[src/rtl/iso_flush_pkg.sv]
package iso_flush_pkg;
  localparam int IVL_W = 3;
  localparam int CNT_W = (1 << IVL_W) - 1;

  typedef logic [IVL_W-1:0] ivl_t;
  typedef logic [CNT_W-1:0] fcnt_t;

  // Mask for a window of 2^ivl frames.
  function automatic fcnt_t win_mask(ivl_t ivl);
    logic [CNT_W:0] top;
    top = (CNT_W+1)'(1) << ivl;
    return top[CNT_W-1:0] - 1'b1;
  endfunction
endpackage

[src/rtl/iso_frame_timer.sv]
module iso_frame_timer #(
  parameter int HS_CYC = 7500,
  parameter int FS_CYC = 60000,
  parameter int TOL    = 16
) (
  input  logic clk,
  input  logic rst_n,
  input  logic high_speed,
  input  logic sof_valid,
  output logic frame_tick,
  output logic synth_tick
);
  localparam int LIM_HS = HS_CYC + TOL;
  localparam int LIM_FS = FS_CYC + TOL;
  localparam int LIM_MX = (LIM_FS > LIM_HS) ? LIM_FS : LIM_HS;
  localparam int CW     = $clog2(LIM_MX + 1);

  logic [CW-1:0] tim_q;
  logic [CW-1:0] lim;

  assign lim        = high_speed ? CW'(LIM_HS - 1) : CW'(LIM_FS - 1);
  assign synth_tick = !sof_valid && (tim_q >= lim);
  assign frame_tick = sof_valid || synth_tick;

  always_ff @(posedge clk or negedge rst_n) begin
    if (!rst_n)          tim_q <= '0;
    else if (frame_tick) tim_q <= '0;
    else                 tim_q <= tim_q + 1'b1;
  end
endmodule

[src/rtl/iso_interval_seq.sv]
module iso_interval_seq
  import iso_flush_pkg::*;
(
  input  logic clk,
  input  logic rst_n,
  input  logic ivl_wr,
  input  ivl_t ivl_in,
  input  logic restart,
  input  logic frame_tick,
  output logic expected_now,
  output logic expected_next,
  output logic ivl_zero
);
  ivl_t  ivl_q;
  fcnt_t cnt_q;
  fcnt_t cnt_inc;
  logic  started_q;

  assign cnt_inc       = (cnt_q + 1'b1) & win_mask(ivl_q);
  assign ivl_zero      = (ivl_q == '0);
  assign expected_now  = started_q && (cnt_q == '0);
  assign expected_next = !started_q || (cnt_inc == '0);

  always_ff @(posedge clk or negedge rst_n) begin
    if (!rst_n) begin
      ivl_q     <= '0;
      cnt_q     <= '0;
      started_q <= 1'b1;
    end else begin
      if (ivl_wr) ivl_q <= ivl_in;
      if (restart) begin
        cnt_q     <= '0;
        started_q <= ivl_zero;
      end else if (frame_tick) begin
        if (!started_q) begin
          started_q <= 1'b1;
          cnt_q     <= '0;
        end else begin
          cnt_q <= cnt_inc;
        end
      end
    end
  end
endmodule

[src/rtl/iso_flush_judge.sv]
module iso_flush_judge (
  input  logic clk,
  input  logic rst_n,
  input  logic flush_en,
  input  logic fifo_has_data,
  input  logic tok_ok,
  input  logic tok_err,
  input  logic frame_tick,
  input  logic restart,
  input  logic expected_now,
  input  logic expected_next,
  input  logic ivl_zero,
  output logic fifo_clear,
  output logic tx_permit
);
  logic owed_q;
  logic owed_end;

  // A good token wins over an error in the same cycle.
  assign owed_end  = tok_ok ? 1'b0 : (tok_err ? 1'b1 : owed_q);
  assign tx_permit = !flush_en || expected_now;

  always_ff @(posedge clk or negedge rst_n) begin
    if (!rst_n) begin
      owed_q     <= 1'b1;
      fifo_clear <= 1'b0;
    end else begin
      fifo_clear <= frame_tick && !restart && flush_en && fifo_has_data && owed_end;
      if (restart)         owed_q <= ivl_zero;
      else if (frame_tick) owed_q <= expected_next;
      else                 owed_q <= owed_end;
    end
  end
endmodule

[src/rtl/iso_in_flush_ctrl.sv]
module iso_in_flush_ctrl #(
  parameter int HS_CYC = 7500,
  parameter int FS_CYC = 60000,
  parameter int TOL    = 16
) (
  input  logic       clk,
  input  logic       rst_n,
  input  logic       high_speed,
  input  logic       sof_valid,
  input  logic       in_tok_ok,
  input  logic       in_tok_err,
  input  logic       fifo_has_data,
  input  logic       flush_en,
  input  logic       ivl_wr,
  input  logic [2:0] ivl_in,
  input  logic       autoclr_wr,
  input  logic       bus_reset,
  output logic       fifo_clear,
  output logic       tx_permit
);
  logic frame_tick, synth_tick, restart;
  logic expected_now, expected_next, ivl_zero;

  assign restart = autoclr_wr || bus_reset;

  iso_frame_timer #(.HS_CYC(HS_CYC), .FS_CYC(FS_CYC), .TOL(TOL)) timer_i (
    .clk(clk), .rst_n(rst_n), .high_speed(high_speed), .sof_valid(sof_valid),
    .frame_tick(frame_tick), .synth_tick(synth_tick)
  );

  iso_interval_seq seq_i (
    .clk(clk), .rst_n(rst_n), .ivl_wr(ivl_wr), .ivl_in(ivl_in),
    .restart(restart), .frame_tick(frame_tick),
    .expected_now(expected_now), .expected_next(expected_next), .ivl_zero(ivl_zero)
  );

  iso_flush_judge judge_i (
    .clk(clk), .rst_n(rst_n), .flush_en(flush_en), .fifo_has_data(fifo_has_data),
    .tok_ok(in_tok_ok), .tok_err(in_tok_err), .frame_tick(frame_tick),
    .restart(restart), .expected_now(expected_now), .expected_next(expected_next),
    .ivl_zero(ivl_zero), .fifo_clear(fifo_clear), .tx_permit(tx_permit)
  );
endmodule

[config.mk]
export PLATFORM = sky130hd
export DESIGN_NAME = iso_in_flush_ctrl
export DESIGN_NICKNAME = d
export VERILOG_FILES = /design/src/rtl/iso_flush_pkg.sv /design/src/rtl/iso_frame_timer.sv /design/src/rtl/iso_interval_seq.sv /design/src/rtl/iso_flush_judge.sv /design/src/rtl/iso_in_flush_ctrl.sv
export SDC_FILE = /design/constraint.sdc
export NUM_CORES = 1
export LEC_CHECK = 0
export ABC_CLOCK_PERIOD_IN_PS = 2640
export CORE_MARGIN = 5
export CORE_UTILIZATION = 60
export CTS_CLUSTER_SIZE = 8
export DETAILED_ROUTE_END_ITERATION = 6
export DONT_BUFFER_PORTS = 1
export GPL_TIMING_DRIVEN = 1
export HOLD_SLACK_MARGIN = 0.06
export PLACE_DENSITY = 0.76
export SYNTH_ARGS = -nofsm -noshare
export SYNTH_HDL_FRONTEND = slang
export SYNTH_SLANG_ARGS = --single-unit
[constraint.sdc]
create_clock -name clk -period 2.64 [get_ports clk]
set_clock_uncertainty 0.1 [all_clocks]
set_input_delay 0.396 -clock clk [delete_from_list [all_inputs] [get_ports clk]]
set_output_delay 0.396 -clock clk [all_outputs]
set_load 0.02 [all_outputs]
==> results summary <==
Relative to the synthesized area, the layout overhead comes to 6.03%. The critical path is of the register to register type. The via total after detailed routing is 1,375. The distinct cell type count after synthesis came out at 41. The detailed-route DRC error count is 0.

The register area came out at 728 um2. Yosys printed 0 warnings. For hold timing, the worst endpoint is seq_i.ivl_q[2]$_DFFE_PN0P_. The aggregate global routing overflow came out at 0. The synthesized flop and latch total is 29.

The total placed cells including tap cells came out at 218. The maximum VDD drop came out at 0.293 mV. The die outline height is 64.5 um. The count of boundary I/O pins is 16.

The area of the multi-input gates came out at 996 um2. The total clock buffers created by CTS came out at 5. The post-layout minimum cycle time is 2.36 ns. Entering global routing, the biggest net connects 30 pins.

Among cell families on the critical path, the largest total delay comes from simple AND/OR/NAND/NOR gates. When the netlist entered floorplanning its net count stood at 217. The library cell used most frequently in the layout, excluding fill and tap cells, is dfrtp_1.

The total of fill cells in the finished design is 230. The max-slew violation total from the final report is 0. The TritonCTS sink count is 29. The fraction of synthesis flops using an asynchronous set or reset pin came out at 100%. The number of input and output port buffers inserted is 0. The number of iterations in the first detailed-routing pass is 4. Measured in cells, the most critical reg-to-reg path has a length of 7.

Of the available clock period, the critical path in the final layout requires 89.5%. TritonCTS built the clock tree. The net total in the final layout is 224. The weighted congestion at the end of routability-driven global placement is 0.867. The relative max-transition margin is 73.4%. The number of cells traversed by the worst hold path is 1. Of all cell types, the one taking the most synthesized area is dfrtp_1. The power density relative to cell area is 441 mW/mm2. The initial cell density of the core came out at 63.6%. The initial antenna violation count is 0. The launch instance of the worst min-delay path is ivl_wr. The data required time at the worst endpoint came out at 2.82 ns. The die extent in x is 64.5 um.

Summed over all cells, the static leakage comes to 0.864 nW. The worst setup path is launched from a register. The number of rows in the core area is 19. The peak clock frequency supported by timing is 423 MHz. The share of synthesized area occupied by flip-flops and latches is 40.8%. The flow ran to the end, and the final reports show no timing, DRC or antenna violations. The number of max-capacitance violations reported came out at 0. The library cells used most frequently in the layout, excluding fill and tap cells, are 27 x dfrtp_1, 23 x nor2_1, 17 x nand3_1, 16 x nand2_1, 14 x ha_1. The number of global-route vias before repair is 1,411. The fraction of final layout cells with drive strength greater than 1 came out at 9.14%.

The clock reaches the later pin of the worst-skew pair after 0.33 ns. The setup total negative slack came out at 0 ns. The endpoint identified for the worst register-to-register timing path is judge_i.owed_q$_DFF_PN1_.

The post-synthesis average cell area is 9.43 um2. Setup slack on the worst reg-to-reg path comes out at 0.28 ns. The final antenna diode count came out at 0. Summed over all nets, the half-perimeter wirelength after detailed placement is 2.59 mm. Setup repair after global routing left no endpoint under its margin.

The die footprint came out at 0.00416 mm2. The core region is 0.00281 mm2. The number of buffers and inverters on the critical path is 0.

The setup violation total in the final timing report came out at 0. The startpoint identified for the worst register-to-register timing path is seq_i.ivl_q[0]$_DFFE_PN0P_. In the synthesized netlist the dominant register cell turns out to be dfrtp_1. The root buffer cell is clkbuf_4.

The worst setup path is captured at a register. After the first detailed-routing iteration, the DRC count stood at 95. The data arrival at the endpoint of the critical path is 2.54 ns. The slowest stage of the critical path belongs to the cell dfrtp_1.

The clock slew at the register clock pins of the worst setup and hold paths came out at 0.09 ns. The global-route wire length before repair came out at 6.15 mm. The post-layout instance count excluding filler cells came out at 228. The routed design has 3.49 mm of wire. The maximum fanout along the worst path is 7. The buffers inserted during post-CTS setup optimization is 0. The H-tree was split into 2 levels.

The gate count after technology mapping came out at 189. The buffer depth of the longest clock path came out at 2. The signal on the critical path passes through or3_4 -> ha_1 -> and3_2 -> o311ai_1 -> o21ai_0 -> nor4_2 -> o31a_1. The post-synthesis cell area is 0.00178 mm2.

The largest stage delay on the critical path came out at 0.47 ns. The number of enable-type register cells in the synthesized netlist came out at 0. After detailed routing, the average wire length per cell comes to 15.3 um.

The worst-margin pin slew came out at 0.399 ns. The antenna violation net count after detailed routing came out at 0. Across every metal layer, demand over resource in global routing totals 19.1%. Summed over its instances, the top area cell type makes up 37.9% of the synthesized netlist area.

The class of the worst hold path is primary input to register. The final-report hold violation count is 0. After synthesis, the cell types taking the most area are dfrtp_1 38%, ha_1 9.8%, xor2_1 6.4%. The detail-routed via count per cell is 6.03.
-- worst max path at each step --
| stage | startpoint | end | slack (ns) | cells past startpoint |
|---|---|---|---|---|
| 2_1_floorplan | seq_i.ivl_q[1]$_DFFE_PN0P_ | judge_i.owed_q$_DFF_PN1_ | 0.40 | 7 |
| 3_3_place_gp | seq_i.ivl_q[0]$_DFFE_PN0P_ | judge_i.owed_q$_DFF_PN1_ | 0.27 | 7 |
| 3_5_place_dp | seq_i.ivl_q[0]$_DFFE_PN0P_ | judge_i.owed_q$_DFF_PN1_ | 0.19 | 7 |
| 4_1_cts | seq_i.ivl_q[0]$_DFFE_PN0P_ | judge_i.owed_q$_DFF_PN1_ | 0.18 | 7 |
| 5_1_grt | seq_i.ivl_q[0]$_DFFE_PN0P_ | judge_i.owed_q$_DFF_PN1_ | 0.11 | 7 |
| 6_report | seq_i.ivl_q[0]$_DFFE_PN0P_ | judge_i.owed_q$_DFF_PN1_ | 0.28 | 7 |
-- metal layers --
metal	wire length, um	vias up	global-route usage (%)
met5	0	-	0
met4	65	0	8.71
met3	175	7	6.56
met2	1670	33	31.4
met1	1580	659	22.4
li1	-	676	-
-- kinds of logic after synthesis --
| logic type | synth area share, % |
|---|---|
| DFF | 40.8 |
| and+or+nand+nor | 21.6 |
| AOI/OAI and AO/OA | 12.1 |
| muxes | 2.95 |
| buffers and inverters | 3.30 |
| adders and majority gates | 9.82 |
| xor gates and xnor gates | 9.33 |
-- report_power, final --
group	leakage, nW	switching (mW)	internal, mW
sequential	0.390	0.0192	0.459
combinational	0.448	0.0596	0.0456
clock	0.0265	0.144	0.106
-- through the flow --
| stage | total power [mW] | hold slack, ns | utilization, % | cell area, um2 | worst slack, ns |
|---|---|---|---|---|---|
| after detailed placement | 0.578 | 0.00124 | 64.6 | 1810 | 0.188 |
| after CTS | 0.841 | 0.0722 | 67.4 | 1890 | 0.177 |
| final | 0.833 | 0.0752 | 67.4 | 1890 | 0.276 |
| after global placement | 0.573 | 0.00122 | 64.6 | 1810 | 0.270 |
| after global routing | 0.878 | 0.0768 | 67.4 | 1890 | 0.114 |
| after floorplan | 0.557 | 0.000409 | - | 1780 | 0.397 |
-- cell usage after synthesis, types with 3 or more instances --
cell type and n:
dfrtp_1 27, nor2_1 23, nand3_1 17, nand2_1 16, ha_1 14, xor2_1 13, inv_1 9, a21oi_1 7
xnor2_1 6, and3_1 5, o21ai_0 5, a21o_1 3, mux2i_1 3, o31a_1 3, or3_1 3
-- layout make-up --
type | count | share of cell area, %
multi-input combinational | 147 | 52.7
clock buffer | 8 | 2.58
sequential | 29 | 38.5
inverter | 9 | 1.79
tap | 31 | 2.05
timing repair buffer | 4 | 2.38
-- sequential cells by signal, indices dropped and copies added, names as in the netlist --
signal,count
judge_i.fifo_clear,1
judge_i.owed_q,1
seq_i.cnt_q,7
seq_i.ivl_q,3
seq_i.started_q,1
timer_i.tim_q,16
-- what timing repair did --
action | 4_1_cts | 5_1_grt
hold endpoints to repair | 29 | 0
resized for setup | 0 | 1
hold buffers | 2 | 0
setup endpoints to repair | 0 | 1
No activity file was read; power rests on OpenSTA's default activity.
